--- src/rtl/eoi_storm_ctrl.sv ---
module eoi_storm_ctrl #(
  parameter int NPINS        = 24,
  parameter int VEC_W        = 8,
  parameter int STORM_LIMIT  = 10000,
  parameter int DEFER_CYCLES = 2000000
) (
  input  logic                   clk,
  input  logic                   rst_n,
  input  logic                   eoi_valid,
  input  logic [VEC_W-1:0]       eoi_vector,
  input  logic                   eoi_level,
  input  logic                   eoi_directed,
  input  logic [NPINS*VEC_W-1:0] pin_vector,
  input  logic [NPINS-1:0]       pin_level,
  input  logic [NPINS-1:0]       pin_mask,
  input  logic [NPINS-1:0]       irr,
  input  logic [NPINS-1:0]       remote_irr,
  output logic                   busy,
  output logic [NPINS-1:0]       rirr_clr,
  output logic [NPINS-1:0]       svc_req,
  output logic                   defer_active
);
  localparam int IDX_W = (NPINS > 1) ? $clog2(NPINS) : 1;
  localparam int CNT_W = $clog2(STORM_LIMIT + 1);
  localparam int TMR_W = $clog2(DEFER_CYCLES + 1);

  logic             busy_q, act_q, tmr_on;
  logic [IDX_W-1:0] idx_q;
  logic [VEC_W-1:0] vec_q;
  logic [TMR_W-1:0] tmr;
  logic [CNT_W-1:0] storm_cnt [NPINS];

  wire accept = eoi_valid & ~busy_q;
  wire [VEC_W-1:0] cur_vec = pin_vector[idx_q*VEC_W +: VEC_W];
  wire hit = busy_q & act_q & pin_level[idx_q] & (cur_vec == vec_q);
  wire refire = hit & ~pin_mask[idx_q] & irr[idx_q];
  wire [CNT_W-1:0] cnt_next = storm_cnt[idx_q] + CNT_W'(1);
  wire at_limit = refire & (cnt_next == CNT_W'(STORM_LIMIT));
  wire expire = tmr_on & (tmr == '0);

  assign busy = busy_q;
  assign defer_active = tmr_on;

  always_ff @(posedge clk) begin
    if (!rst_n) begin
      busy_q <= 1'b0;
      act_q  <= 1'b0;
      idx_q  <= '0;
      vec_q  <= '0;
    end else if (accept) begin
      busy_q <= 1'b1;
      idx_q  <= '0;
      vec_q  <= eoi_vector;
      act_q  <= eoi_level & ~eoi_directed;
    end else if (busy_q) begin
      if (idx_q == IDX_W'(NPINS - 1)) busy_q <= 1'b0;
      else idx_q <= idx_q + IDX_W'(1);
    end
  end

  always_ff @(posedge clk) begin
    if (!rst_n) begin
      rirr_clr <= '0;
      svc_req  <= '0;
    end else begin
      rirr_clr <= '0;
      svc_req  <= expire ? (pin_level & irr & ~remote_irr) : '0;
      if (hit) rirr_clr[idx_q] <= 1'b1;
      if (refire && !at_limit) svc_req[idx_q] <= 1'b1;
    end
  end

  for (genvar g = 0; g < NPINS; g++) begin : g_cnt
    always_ff @(posedge clk) begin
      if (!rst_n) storm_cnt[g] <= '0;
      else if (hit && idx_q == IDX_W'(g))
        storm_cnt[g] <= (refire && !at_limit) ? cnt_next : '0;
    end


    cnt_cap_chk: assert property (@(posedge clk) disable iff (!rst_n)
      storm_cnt[g] < CNT_W'(STORM_LIMIT));
  end

  always_ff @(posedge clk) begin
    if (!rst_n) begin
      tmr_on <= 1'b0;
      tmr    <= '0;
    end else if (tmr_on && tmr != '0) begin
      tmr <= tmr - TMR_W'(1);
    end else if (at_limit) begin
      tmr_on <= 1'b1;
      tmr    <= TMR_W'(DEFER_CYCLES - 1);
    end else begin
      tmr_on <= 1'b0;
    end
  end


  one_pin_chk: assert property (@(posedge clk) disable iff (!rst_n)
    $onehot0(rirr_clr));


  clr_in_scan_chk: assert property (@(posedge clk) disable iff (!rst_n)
    (|rirr_clr) |-> $past(busy_q));


  svc_src_chk: assert property (@(posedge clk) disable iff (!rst_n)
    (|svc_req) |-> ($past(busy_q) || $past(tmr_on)));


  accept_chk: assert property (@(posedge clk) disable iff (!rst_n)
    (eoi_valid && !busy_q) |=> busy_q);


  passive_chk: assert property (@(posedge clk) disable iff (!rst_n)
    (busy_q && !act_q) |=> (rirr_clr == '0));
endmodule

--- config.mk ---
export PLATFORM = sky130hd
export DESIGN_NAME = eoi_storm_ctrl
export DESIGN_NICKNAME = d
export VERILOG_FILES = /design/src/rtl/eoi_storm_ctrl.sv
export SDC_FILE = /design/constraint.sdc
export NUM_CORES = 1
export LEC_CHECK = 0
export CORE_UTILIZATION = 28
export DETAILED_ROUTE_END_ITERATION = 16
export GPL_TIMING_DRIVEN = 0
export PLACE_DENSITY = 0.5
export SETUP_SLACK_MARGIN = 0.3
export SYNTH_ARGS = -nofsm -noshare
export SYNTH_HDL_FRONTEND = slang
export SYNTH_SLANG_ARGS = --single-unit
--- constraint.sdc ---
create_clock -name clk -period 4.9 [get_ports clk]
set_input_delay 0.49 -clock clk [delete_from_list [all_inputs] [get_ports clk]]
set_output_delay 0.49 -clock clk [all_outputs]
set_load 0.005 [all_outputs]
# Word-level counts from Yosys, hierarchy flattened

Memory sizes are Yosys's and may differ from the RTL's. A register that Yosys moved wholly into a read port is not among the register bits.
Index checks and enable logic that the tools add are counted.

Register bits after elaboration: 85
RAM bits: 336
Output and inout bits: 50
Word-level logic and storage cells: 233
Memories kept: 1

Memories:

| memory    | depth | width | rd ports | clocked after memory_dff | wr ports | line | text |
|---|---|---|---|---|---|---|---|
| storm_cnt | 24    | 14    | 1        | 1                        | 24       | 31   | `logic [CNT_W-1:0] storm_cnt [NPINS];` |

$add $sub $neg: 3
Order comparisons: 2
Equality and inequality tests: 25
Shift operators: 1
Muxes and demuxes: 116
Bitwise logic cells: 42
Reductions and logical operators: 35

Operators by type and width:

| kind                                                | count |
|---|---|
| two-way mux 14 bit                                  | 25 |
| variable part select 192 x 9 -> 8 bit               | 1 |
| two-way mux 1 bit                                   | 81 |
| AND 24 bit                                          | 2 |
| two-way mux 24 bit                                  | 2 |
| two-way mux 21 bit                                  | 2 |
| equality test 5 x 4 -> 1 bit, second input constant | 8 |
| equality test 5 bit, second input constant          | 8 |
| logical AND 1 bit                                   | 27 |
| inverter 24 bit                                     | 1 |
| bitwise OR 1 bit                                    | 24 |
| bitwise OR 24 bit                                   | 1 |
| logical NOT 21 bit                                  | 1 |
| nonzero test 21 bit                                 | 1 |
| subtractor 21 x 1 -> 21 bit, second input constant  | 1 |
| equality test 5 x 3 -> 1 bit, second input constant | 4 |
| binary-select mux 1 bit (select 5 bit)              | 3 |
| adder 14 x 1 -> 14 bit, second input constant       | 1 |
| equality test 14 bit, second input constant         | 1 |
| equality test 5 x 2 -> 1 bit, second input constant | 2 |
| two-way mux 5 bit                                   | 2 |
| AND 1 bit                                           | 9 |
| equality test 8 bit                                 | 1 |
| < comparator 5 x 6 -> 1 bit, second input constant  | 1 |
| 10 further kinds                                    | 15 |

# Logic depth before layout (Yosys ltp)

Gate-level depths: netlist of run 1.

Word-level depth: 11
Gate-level depth with buffers: 19

# Worst setup path after synthesis of run 1

No wires, ideal clock.

Path kind: reg-to-reg
Start: reg idx_q[0]
End: mem storm_cnt[6][0] (netlist bit) (enable)
Library setup time: 404 ps
Arrival: 3,667 ps
Data required time: 4,496 ps
Path slack: 828 ps
Cell stages (with the launch flop): 14
Path buffers: 4
Cell sequence: dfxtp_1 buf_4 buf_4 buf_4 mux4_2 a22oi_1 o41ai_1 nor3_1 o2111a_1 and2_1 and3_1 buf_2 nand2_1 o21ai_0

RTL lines:

| element                | line | text |
|---|---|---|
| from (decl)            | 28   | `logic [IDX_W-1:0] idx_q;` |
| from (signal assigned) | 57   | `else idx_q <= idx_q + IDX_W'(1);` |
| to (decl)              | 31   |  |

==> run summary, run 1 <==
The worst setup path is launched from a flip-flop. The signal on the critical path passes through buf_6 > buf_12 > buf_12 > buf_8 > buf_8 > buf_8 > mux2i_1 > a22oi_1 > nand4_1 > nand3_2 > ha_1 > and3b_2 > nand3_1 > o31ai_2 > nand4_2 > buf_8 > o211ai_4 > buf_4 > nor2_1. The remaining global-route overflow is 0. The actual transition at the worst max-transition pin was 1.087 ns.

The share of total power dissipated in combinational logic is 10.6%. The clock transition at the registers of the reported paths is 0.06 ns. The cell that appears most often on the critical path is sky130_fd_sc_hd__buf_8. The placement row count was 100. The clock network burns 43.4% of the power.

Capture endpoint of the worst hold path: vec_q[5]. The worst register-to-register path ends at storm_cnt[12][8]. The power per cell area was 306.8 nW/um^2. Setup violations remaining at the end of the flow were counted as 0. Most common flop cell mapped by yosys: sky130_fd_sc_hd__edfxtp_1.

The total number of clock tree sinks was 426; the standby leakage power was 9.634 nW. The cell depth of the worst min-delay path works out to 3. The synthesized design spends more area on one cell type than any other, namely sky130_fd_sc_hd__edfxtp_1.

The post-route netlist has 18.80% of its cells at a drive strength greater than 1. Of the available clock period, the critical path in the final layout requires 91.23%. The worst setup path is of the reg -> reg kind.

The wire length of the first global-routing pass is 122.2 mm. From left edge to right edge, the die measures 278.2 microns. Area growth from synthesis to layout: 33.30%.

The number of global-route vias before repair was 17,201; the maximum ir drop on the vdd rail was 0.0002324 V. At the worst endpoint, the arrival time is 4.81 ns. After synthesis the netlist holds a flip-flop and latch count of 426. The run gives 2,053 as the post-synthesis net count. The initial core utilization was 28.49%; the max-slew violation count was 0. The run finished with clean final reports. Of all nets on the critical path, the largest fanout is 10.

In the synthesized netlist, the cells that appear most often are sky130_fd_sc_hd__nor2_1, sky130_fd_sc_hd__edfxtp_1, sky130_fd_sc_hd__nand2_1, sky130_fd_sc_hd__mux4_2, sky130_fd_sc_hd__dfxtp_1. The worst stage delay on the critical path is 0.34 ns. The routed design could run at a clock period as short as 4.470 ns.

The number of max-capacitance violations reported is 0, and the number of distinct library cell variants in the gate-level netlist after synthesis is 75. Final hold analysis gives a worst-case slack of 0.4556 ns. The run gives 74,950 sq um as the placeable core region. Y dimension of the die: 278.2 microns. At the end of the flow, the number of nets in the layout was 2,490.

By area the synthesized netlist is led by sky130_fd_sc_hd__edfxtp_1, sky130_fd_sc_hd__mux4_2, sky130_fd_sc_hd__dfxtp_1, sky130_fd_sc_hd__nor2_1, sky130_fd_sc_hd__mux2i_1. In this run the tool buffered the top-level ports with 349 buffer cells. The number of flops mapped to enable cells by yosys works out to 336. Sequential group share of total power: 46.0%.

The pre-antenna-repair detailed-routing pass consisted of 5 iterations. The slowest stage of the critical path is the sky130_fd_sc_hd__o31ai_2 cell. For the worst setup path, the data required time is 5.24 ns. Of all flip-flops after synthesis, the portion carrying an async set or reset was 0%. The Yosys warning count is 0. Internal power comes to 0.006674 W. The relative slew slack came out at 26.97%.

Number of violations reported at the end of detailed-routing iteration 0: 1,220. Using the TritonRoute via totals, the vias-per-cell ratio works out to 5.194. Clock tree synthesis selected as its root buffer the cell sky130_fd_sc_hd__clkbuf_16. The largest net degree at the start of global routing is 15.

Startpoint of the most critical hold path: eoi_vector[5]. The total length of routed wires came out at 86.33 mm. TritonCTS built the clock tree.

The run gives 1,745 as the cell count after synthesis. Net switching is 23.57% of the power. The most numerous cell in the Yosys netlist was sky130_fd_sc_hd__nor2_1. After legalization and detailed placement, the total HPWL measured 66.82 mm. Timing would allow up to 0.2237 GHz. The post-route core utilization was 37.98%.

In this run the register-to-register setup slack is 0.43 ns. The tools report the count of endpoints failing hold in the final timing report as 0. The tools report the routability-driven placement congestion ratio as 0.9482.

STA classifies the critical path endpoint as a flip-flop. The depth of the worst register-to-register path works out to 19. Number of design rule violations left after detail routing: 0. The run gives 0 as the post-route antenna net violation count. The fraction of synthesized cell area taken by the top area cell type works out to 47.25%. The path class of the tightest hold or removal check is in -> reg. Setup repair after global routing left no endpoint under its margin.

Buffers inserted to repair hold after CTS numbered 0. 351 I/O pins were placed. TritonCTS created 49 clock buffers. The mean instance size in the synthesized netlist was 12.24 sq um. The average wire per standard cell was 27.00 microns.

For the clock skew, the log shows 0.02087 ns. Detailed routing inserted a total of 16,609 vias. The run gives 0.002058 W as the switching power summed over all nets. The H-tree was split into 2 levels.

Across every metal layer, demand over resource in global routing totals 22.03%. Of the synthesized area, sequential elements account for 55.69%. For the worst-skew pair, the clock arrives at the later sink with an insertion delay of 0.60 ns. The run gives 3 as the maximum clock path buffer count. The die covers 77,370 sq um.

The cell area that synthesis handed to floorplanning was 21,350 sq um. The initial antenna violation count was 7.
[state kept, by name, indices dropped and copies added, names as in the netlist, named ones only]
| signal | count |
|---|---|
| defer_active | 1 |
| busy | 1 |
| idx_q | 5 |
| vec_q | 8 |
| act_q | 1 |
| svc_req | 24 |
| storm_cnt | 336 |
| rirr_clr | 24 |
| tmr | 21 |
[placed cells by master, fill, tap and decap left out, types with 16 or more instances in the layout]
cell type / instances
sky130_fd_sc_hd__buf_2: 20
sky130_fd_sc_hd__edfxtp_1: 336
sky130_fd_sc_hd__buf_6: 38
sky130_fd_sc_hd__nand3_1: 44
sky130_fd_sc_hd__clkbuf_16: 50
sky130_fd_sc_hd__buf_8: 20
sky130_fd_sc_hd__a21oi_1: 36
sky130_fd_sc_hd__nor3_1: 27
sky130_fd_sc_hd__nor2b_1: 16
sky130_fd_sc_hd__inv_1: 43
sky130_fd_sc_hd__nor2_1: 386
sky130_fd_sc_hd__or3_1: 19
sky130_fd_sc_hd__a22oi_1: 17
sky130_fd_sc_hd__dfxtp_1: 89
sky130_fd_sc_hd__mux2i_1: 73
sky130_fd_sc_hd__nand2_1: 113
sky130_fd_sc_hd__clkbuf_1: 58
sky130_fd_sc_hd__clkbuf_2: 22
sky130_fd_sc_hd__clkdlybuf4s50_1: 349
sky130_fd_sc_hd__mux4_2: 112
sky130_fd_sc_hd__buf_4: 25
[power by group through the flow]
| stage | Clock, W | Sequential (W) | Combinational [W] |
|---|---|---|---|
| 4_1_cts | 0.00386 | 0.00402 | 0.000914 |
| 3_3_place_gp | 0 | 0.00410 | 0.000869 |
| 3_5_place_dp | 0 | 0.00410 | 0.000905 |
| 6_report | 0.00379 | 0.00402 | 0.000924 |
| 2_1_floorplan | 0 | 0.00408 | 0.000412 |
| 5_1_grt | 0.00398 | 0.00403 | 0.000967 |
[area by class of cell]
| class | count | area [sq um] |
|---|---|---|
| Clock inverter | 23 | 276.5 |
| Sequential cell | 426 | 11890 |
| Buffer | 145 | 1008 |
| Inverter | 46 | 173.9 |
| Clock buffer | 69 | 1363 |
| Fill cell | 7230 | 46480 |
| Timing Repair Buffer | 386 | 3970 |
| Antenna cell | 6 | 15.01 |
| Tap cell | 969 | 1212 |
| Multi-Input combinational cell | 1128 | 8552 |
[kinds of logic after synthesis]
kind of cell | synth area share (%)
AOI/OAI and AO/OA | 7.178
xor gates and xnor gates | 0.7383
adders and majority gates | 0.4102
buffers and inverters | 5.098
DFF | 55.69
muxes | 15.97
and+or+nand+nor | 14.92
[critical path: cells and delay by family, from the launching register on]
family                   cells  cell delay (ns)
buffers and inverters        8             1.65
AND/OR/NAND/NOR              6             1.09
adder cells (fa/ha/maj)      1             0.20
AO/OA/AOI/OAI                3             0.81
multiplexers                 1             0.09
flip-flops                   1             0.32
[through the flow]
stage	cells	worst slack, ns	power, W	cell area (sq um)	setup TNS [ns]
CTS	3179	0.3190	0.008793	28210	0
global placement	3063	-1.687	0.004969	26060	-402.40
detailed placement	3080	-0.1879	0.005002	26400	-6.806
floorplan	1745	0.8285	0.004496	21350	0
global route	3198	0.2895	0.008973	28460	0
finish	3198	0.4298	0.008732	28460	0
[per-layer routing]
metal	vias to the layer above	track usage [%]	wire [microns]
met2	678	40.13	45130
met5	-	0	0
met3	158	3.408	4715
met1	8420	24.92	31900
li1	7353	-	-
met4	0	10.82	4596
[worst max-delay path by stage]
stage / startpoint / end / slack [ns]
2_1_floorplan: idx_q[0] / storm_cnt[6][0] / 0.83
4_1_cts: flip-flop / storm_cnt[18][8] / 0.32
6_report: flip-flop / storm_cnt[12][8] / 0.43
3_3_place_gp: idx_q[3] / storm_cnt[8][10] / -1.69
3_5_place_dp: flip-flop / storm_cnt[23][12] / -0.19
5_1_grt: flip-flop / storm_cnt[1][10] / 0.29
[timing repair]
item | CTS | global route
pin swaps | 3 | 14
gates resized for setup | 34 | 50
endpoints found under the setup margin | 604 | 536
buffers inserted | 7 | 13
No activity file was read; power rests on OpenSTA's default activity.
==> inputs of run 2 (changes only) <==
--- a/config.mk
+++ b/config.mk
@@ -5,7 +5,9 @@
 export SDC_FILE = /design/constraint.sdc
 export NUM_CORES = 1
 export LEC_CHECK = 0
+export ABC_AREA = 1
 export CORE_UTILIZATION = 28
+export CTS_CLUSTER_SIZE = 25
 export DETAILED_ROUTE_END_ITERATION = 16
 export GPL_TIMING_DRIVEN = 0
 export PLACE_DENSITY = 0.5
==> run 2 against run 1 <==
  * Clock power decreased by 4%
  * Global-route usage increased by 3.2 points
  * Register-to-register slack got worse by 0.02 ns
  * Synthesized area is 2.4% higher
  * Via count grew 26%
  * Critical path type unchanged
  * Sequential share of layout area hardly changed
  * Total power up 0.78%
  * Die area rose by 2.4%
==> run summary, run 2 <==
The complex-gate fraction of the synthesized area came out at 11.49% (was 7.178%). The worst stage delay on the critical path works out to 0.60 ns (was 0.34 ns). The routability-driven placement congestion ratio is 0.9680 (was 0.9482), and the share of the clock period used by the worst path is 91.58% (was 91.23%). The tools report the capture point of the worst reg-to-reg path as svc_req[4] (was storm_cnt[12][8]). The share of cell area taken by muxes after synthesis was 0% (was 15.97%); the max-slew violation count was 0 (unchanged). The y dimension of the die was 281.5 microns (was 278.2 microns); the standby leakage power was 10.51 nW (was 9.634 nW). The register-to-register setup slack was 0.41 ns (was 0.43 ns). The run gives 77,340 sq um (was 74,950 sq um) as the placeable core region. Setup repair after global routing left no endpoint under its margin. The mean instance size in the synthesized netlist was 8.156 sq um (was 12.24 sq um); the accumulated negative setup slack was 0 ns (unchanged). The average wire per standard cell works out to 24.22 microns (was 27.00 microns).

The number of flip-flops under the largest register name came out at 336 (unchanged). The number of distinct library cell variants in the gate-level netlist after synthesis is 42 (was 75), and the H-tree depth is 2 (unchanged). The run gives 0 (unchanged) as the number of design rule violations left after detail routing. For the post-route total power, the log shows 0.008800 W (was 0.008732 W). The most flop-heavy register is storm_cnt (unchanged).

The post-synthesis sequential element count works out to 426 (unchanged). Most common cell type on the critical path: sky130_fd_sc_hd__nand2_1 (was sky130_fd_sc_hd__buf_8). Clock transition at the registers of the reported paths: 0.06 ns (about the same). The number of setup violations in the final report is 0 (unchanged). The run gives 102 (was 100) as the placement row count. The number of flops mapped to enable cells by yosys was 336 (unchanged). The cell type with the largest total area after synthesis was sky130_fd_sc_hd__edfxtp_1 (unchanged). The sequential area share after synthesis was 54.36% (was 55.69%); the largest net degree at the start of global routing was 15 (unchanged). The run gives 20.93% (was 26.97%) as the relative slew slack. The post-synthesis share of cell area spent on and, or, nand and nor gates is 26.56% (was 14.92%).

Series of cell instances along the critical path: clkbuf_1 > nand3_1 > nand2_1 > nand2_1 > nand2_1 > ha_1 > nand3_2 > nor2_4 > nand2_1 > o21bai_1 > nand2_1 > nand3_2 > nor2_4 > buf_4 > nand2_1 > clkbuf_2 > nand3_1 > a21oi_1 (was buf_6 > buf_12 > buf_12 > buf_8 > buf_8 > buf_8 > mux2i_1 > a22oi_1 > nand4_1 > nand3_2 > ha_1 > and3b_2 > nand3_1 > o31ai_2 > nand4_2 > buf_8 > o211ai_4 > buf_4 > nor2_1). The dominant combinational cell family by area after synthesis was simple AND/OR/NAND/NOR gates (was multiplexers). The run finished with clean final reports.

The count of pins on the block boundary is 351 (unchanged). The fraction of registers with async set/reset was 0% (unchanged); the maximum ir drop on the vdd rail was 0.0002422 V (was 0.0002324 V). The remaining global-route overflow was 0 (unchanged); the wire length of the first global-routing pass was 142.9 mm (was 122.2 mm). The number of violations reported at the end of detailed-routing iteration 0 was 1,809 (was 1,220). The total of hold buffers inserted after clock tree synthesis is 0 (unchanged). For the area of the mapped netlist, the log shows 21,870 sq um (was 21,350 sq um).

For the number of global-route vias before repair, the log shows 20,869 (was 17,201). The tools report the critical path launch point type as a flip-flop (unchanged). The run gives 2,990 (was 2,053) as the post-synthesis net count. Most used cells in the layout excluding fill and tap cells: sky130_fd_sc_hd__nor2_1, sky130_fd_sc_hd__nand2_1, sky130_fd_sc_hd__clkdlybuf4s50_1, sky130_fd_sc_hd__edfxtp_1, sky130_fd_sc_hd__o21ai_0 (was sky130_fd_sc_hd__nor2_1, sky130_fd_sc_hd__clkdlybuf4s50_1, sky130_fd_sc_hd__edfxtp_1, sky130_fd_sc_hd__nand2_1, sky130_fd_sc_hd__mux4_2). The total number of clock tree sinks is 426 (unchanged).

The tools report the clock skew as 0.02383 ns (was 0.02087 ns). The pre-CTS worst setup slack came out at -0.3927 ns (was -0.1879 ns). Slowest cell on the critical path: sky130_fd_sc_hd__clkbuf_1 (was sky130_fd_sc_hd__o31ai_2). The first-pass iteration count of the detailed router is 6 (was 5), and the number of input and output port buffers inserted is 350 (was 349). The post-route core utilization was 36.83% (was 37.98%); the number of max-capacitance violations reported was 0 (unchanged). The timing-limited maximum frequency was 0.2228 GHz (was 0.2237 GHz); the area of the die was 79,250 sq um (was 77,370 sq um).

Critical path class: reg -> reg (unchanged). The tools report the cell count after synthesis as 2,682 (was 1,745). Yosys warning count: 0 (unchanged). The final period demand of the worst path was 4.487 ns (was 4.470 ns). The clock insertion delay at the later pin of the skew report was 0.61 ns (was 0.60 ns); the width of the die was 281.5 microns (was 278.2 microns). Most common flop cell mapped by yosys: sky130_fd_sc_hd__edfxtp_1 (unchanged).

The tools report the data required time of the critical path as 5.33 ns (was 5.24 ns). The detailed-placement wirelength estimate was 78.18 mm (was 66.82 mm). Kind of cell with the highest combined delay on the critical path: simple AND/OR/NAND/NOR gates (was buffers and inverters). The depth of the worst register-to-register path was 18 (was 19).

The detail-routed via count per cell was 5.031 (was 5.194); the fraction of synthesized cell area taken by the top area cell type was 46.12% (was 47.25%). The capture endpoint of the worst hold path was act_q (was vec_q[5]). The total number of nets in the final design was 3,394 (was 2,490). Most area-consuming cells after synthesis: sky130_fd_sc_hd__edfxtp_1, sky130_fd_sc_hd__nor2_1, sky130_fd_sc_hd__dfxtp_1, sky130_fd_sc_hd__nand2_1, sky130_fd_sc_hd__o21ai_0 (was sky130_fd_sc_hd__edfxtp_1, sky130_fd_sc_hd__mux4_2, sky130_fd_sc_hd__dfxtp_1, sky130_fd_sc_hd__nor2_1, sky130_fd_sc_hd__mux2i_1).

The post-synthesis share of cell area spent on xor and xnor gates came out at 0.5205% (was 0.7383%). Most numerous cell in the Yosys netlist: sky130_fd_sc_hd__nor2_1 (unchanged). The actual transition at the worst max-transition pin is 1.175 ns (was 1.087 ns).

The maximum clock path buffer count was 3 (unchanged). The tools report the TritonCTS buffer count as 49 (unchanged). Largest driver fanout on the critical path: 10 (unchanged). Most frequent cells after synthesis: sky130_fd_sc_hd__nor2_1, sky130_fd_sc_hd__nand2_1, sky130_fd_sc_hd__edfxtp_1, sky130_fd_sc_hd__o21ai_0, sky130_fd_sc_hd__nand3_1 (was sky130_fd_sc_hd__nor2_1, sky130_fd_sc_hd__edfxtp_1, sky130_fd_sc_hd__nand2_1, sky130_fd_sc_hd__mux4_2, sky130_fd_sc_hd__dfxtp_1). The clock root buffer master was sky130_fd_sc_hd__clkbuf_16 (unchanged).

The post-route antenna net violation count came out at 0 (unchanged). The area growth from synthesis to layout works out to 30.22% (was 33.30%). TritonCTS built the clock tree. The power per cell area came out at 308.9 nW/um^2 (was 306.8 nW/um^2). The number of buffers and inverters on the critical path was 3 (was 8). The setup slack after layout is 0.4127 ns (was 0.4298 ns).

The count of endpoints failing hold in the final timing report was 0 (unchanged). The tools report the startpoint of the most critical hold path as act_q (was eoi_vector[5]). Largest registers: storm_cnt x336, rirr_clr x24, svc_req x24 (unchanged). The logs give 28.28% (was 28.49%) for the initial core utilization and 25.26% (was 22.03%) for the total routing usage reported by global routing. Adder and majority cell fraction of the synthesized area: 0.4004% (was 0.4102%). Instance count after placement with tap cells included: 4,072 (was 3,080).

The tools report the kind of end point of the critical path as a flip-flop (unchanged). The fraction of final layout cells with drive strength greater than 1 works out to 7.490% (was 18.80%). The most common cell after layout, fill and taps aside is sky130_fd_sc_hd__nor2_1 (unchanged). The cell depth of the worst min-delay path came out at 2 (was 3). The routed via count was 20,963 (was 16,609); the total length of routed wires was 100.9 mm (was 86.33 mm). Worst min-delay path category: reg -> reg (was in -> reg). The initial antenna violation count is 4 (was 7), and the arrival time reported for the critical path endpoint is 4.92 ns (was 4.81 ns).

The final cell count without fillers came out at 4,167 (was 3,198).
==> run 2: cell types whose count changed after synthesis, moves of 21 or more <==
cell                       change
sky130_fd_sc_hd__nor2_1      +399
sky130_fd_sc_hd__nand2_1     +282
sky130_fd_sc_hd__o21ai_0     +248
sky130_fd_sc_hd__nand3_1     +127
sky130_fd_sc_hd__mux4_2      -112
sky130_fd_sc_hd__inv_1       +105
sky130_fd_sc_hd__mux2i_1      -74
sky130_fd_sc_hd__buf_2        +49
sky130_fd_sc_hd__o22ai_1      +49
sky130_fd_sc_hd__buf_6        -35
sky130_fd_sc_hd__o211ai_1     +35
sky130_fd_sc_hd__clkbuf_1     +33
sky130_fd_sc_hd__nand4_1      +21
==> run 2: worst reg2reg max path: stages (launching register included) <==
cell and delay (ns):
sky130_fd_sc_hd__dfxtp_1 0.57, sky130_fd_sc_hd__clkbuf_1 0.61, sky130_fd_sc_hd__nand3_1 0.31, sky130_fd_sc_hd__nand2_1 0.15
sky130_fd_sc_hd__nand2_1 0.06, sky130_fd_sc_hd__nand2_1 0.16, sky130_fd_sc_hd__ha_1 0.21, sky130_fd_sc_hd__nand3_2 0.21
sky130_fd_sc_hd__nor2_4 0.18, sky130_fd_sc_hd__nand2_1 0.14, sky130_fd_sc_hd__o21bai_1 0.17, sky130_fd_sc_hd__nand2_1 0.13
sky130_fd_sc_hd__nand3_2 0.19, sky130_fd_sc_hd__nor2_4 0.08, sky130_fd_sc_hd__buf_4 0.15, sky130_fd_sc_hd__nand2_1 0.19
sky130_fd_sc_hd__clkbuf_2 0.27, sky130_fd_sc_hd__nand3_1 0.10, sky130_fd_sc_hd__a21oi_1 0.46
==> run 2: timing repair <==
item | 4_1_cts | 5_1_grt
buffers inserted | 0 | 3
pin swaps | 0 | 2
gates resized for setup | 31 | 93
endpoints found under the setup margin | 380 | 347
gates cloned | 0 | 0
==> run 2: area by class of cell <==
class | count | area [sq um]
Fill cell | 8274 | 48850
Sequential cell | 426 | 11890
Multi-Input combinational cell | 1907 | 8583
Timing Repair Buffer | 353 | 3526
Clock buffer | 61 | 1375
Tap cell | 1040 | 1301
Buffer | 194 | 1021
Inverter | 155 | 584.3
Clock inverter | 28 | 195.2
Antenna cell | 3 | 7.507
==> run 2: layer usage <==
layer / vias up / share of wire, % / wire length [microns] / global-route usage [%]
met5: - / 0 / 0 / 0
li1: 9801 / - / - / -
met2: 895 / 50 / 50940 / 45.47
met4: 0 / 5.4 / 5427 / 12.72
met1: 10046 / 38 / 38110 / 28.68
met3: 221 / 6.4 / 6430 / 4.218
==> run 2: worst max path at each step <==
stage | from | end | cells after the start | slack [ns]
after global routing | flip-flop | storm_cnt[20][3] | 23 | 0.29
after detailed placement | flip-flop | storm_cnt[9][11] | 20 | -0.39
after floorplan | flip-flop | storm_cnt[15][12] | 23 | 1.63
after CTS | flip-flop | svc_req[4] | 17 | 0.30
final | flip-flop | svc_req[4] | 18 | 0.41
after global placement | flip-flop | storm_cnt[10][11] | 20 | -0.45
==> run 2: where the power goes <==
part | leakage [nW] | total [W] | internal [W] | switching [W]
logic | 5.58 | 0.00113 | 0.000430 | 0.000701
clock network | 0.767 | 0.00363 | 0.00205 | 0.00158
registers | 4.16 | 0.00404 | 0.00400 | 0.0000388
==> run 2: cell families after synthesis <==
kind of cell / after synthesis
AO/OA/AOI/OAI: 452
XOR/XNOR: 13
adder cells (fa/ha/maj): 7
buffers and inverters: 349
flip-flops: 426
AND/OR/NAND/NOR: 1435
==> run 2: stage by stage <==
step / hold WS, ns / instance area [sq um]
finish: 0.4710 / 28490
global route: 0.4967 / 28480
CTS: 0.4708 / 28330
detailed placement: 0.4593 / 26680
global placement: 0.4467 / 26680
floorplan: 0.4281 / 21870
==> inputs of run 3 (changes only) <==
--- a/config.mk
+++ b/config.mk
@@ -6,6 +6,7 @@
 export NUM_CORES = 1
 export LEC_CHECK = 0
 export ABC_AREA = 1
+export ABC_CLOCK_PERIOD_IN_PS = 4900
 export CORE_UTILIZATION = 28
 export CTS_CLUSTER_SIZE = 25
 export DETAILED_ROUTE_END_ITERATION = 16
==> results of run 3 <==
Same layout as run 2: the final DEF is identical, and so are final timing and power.
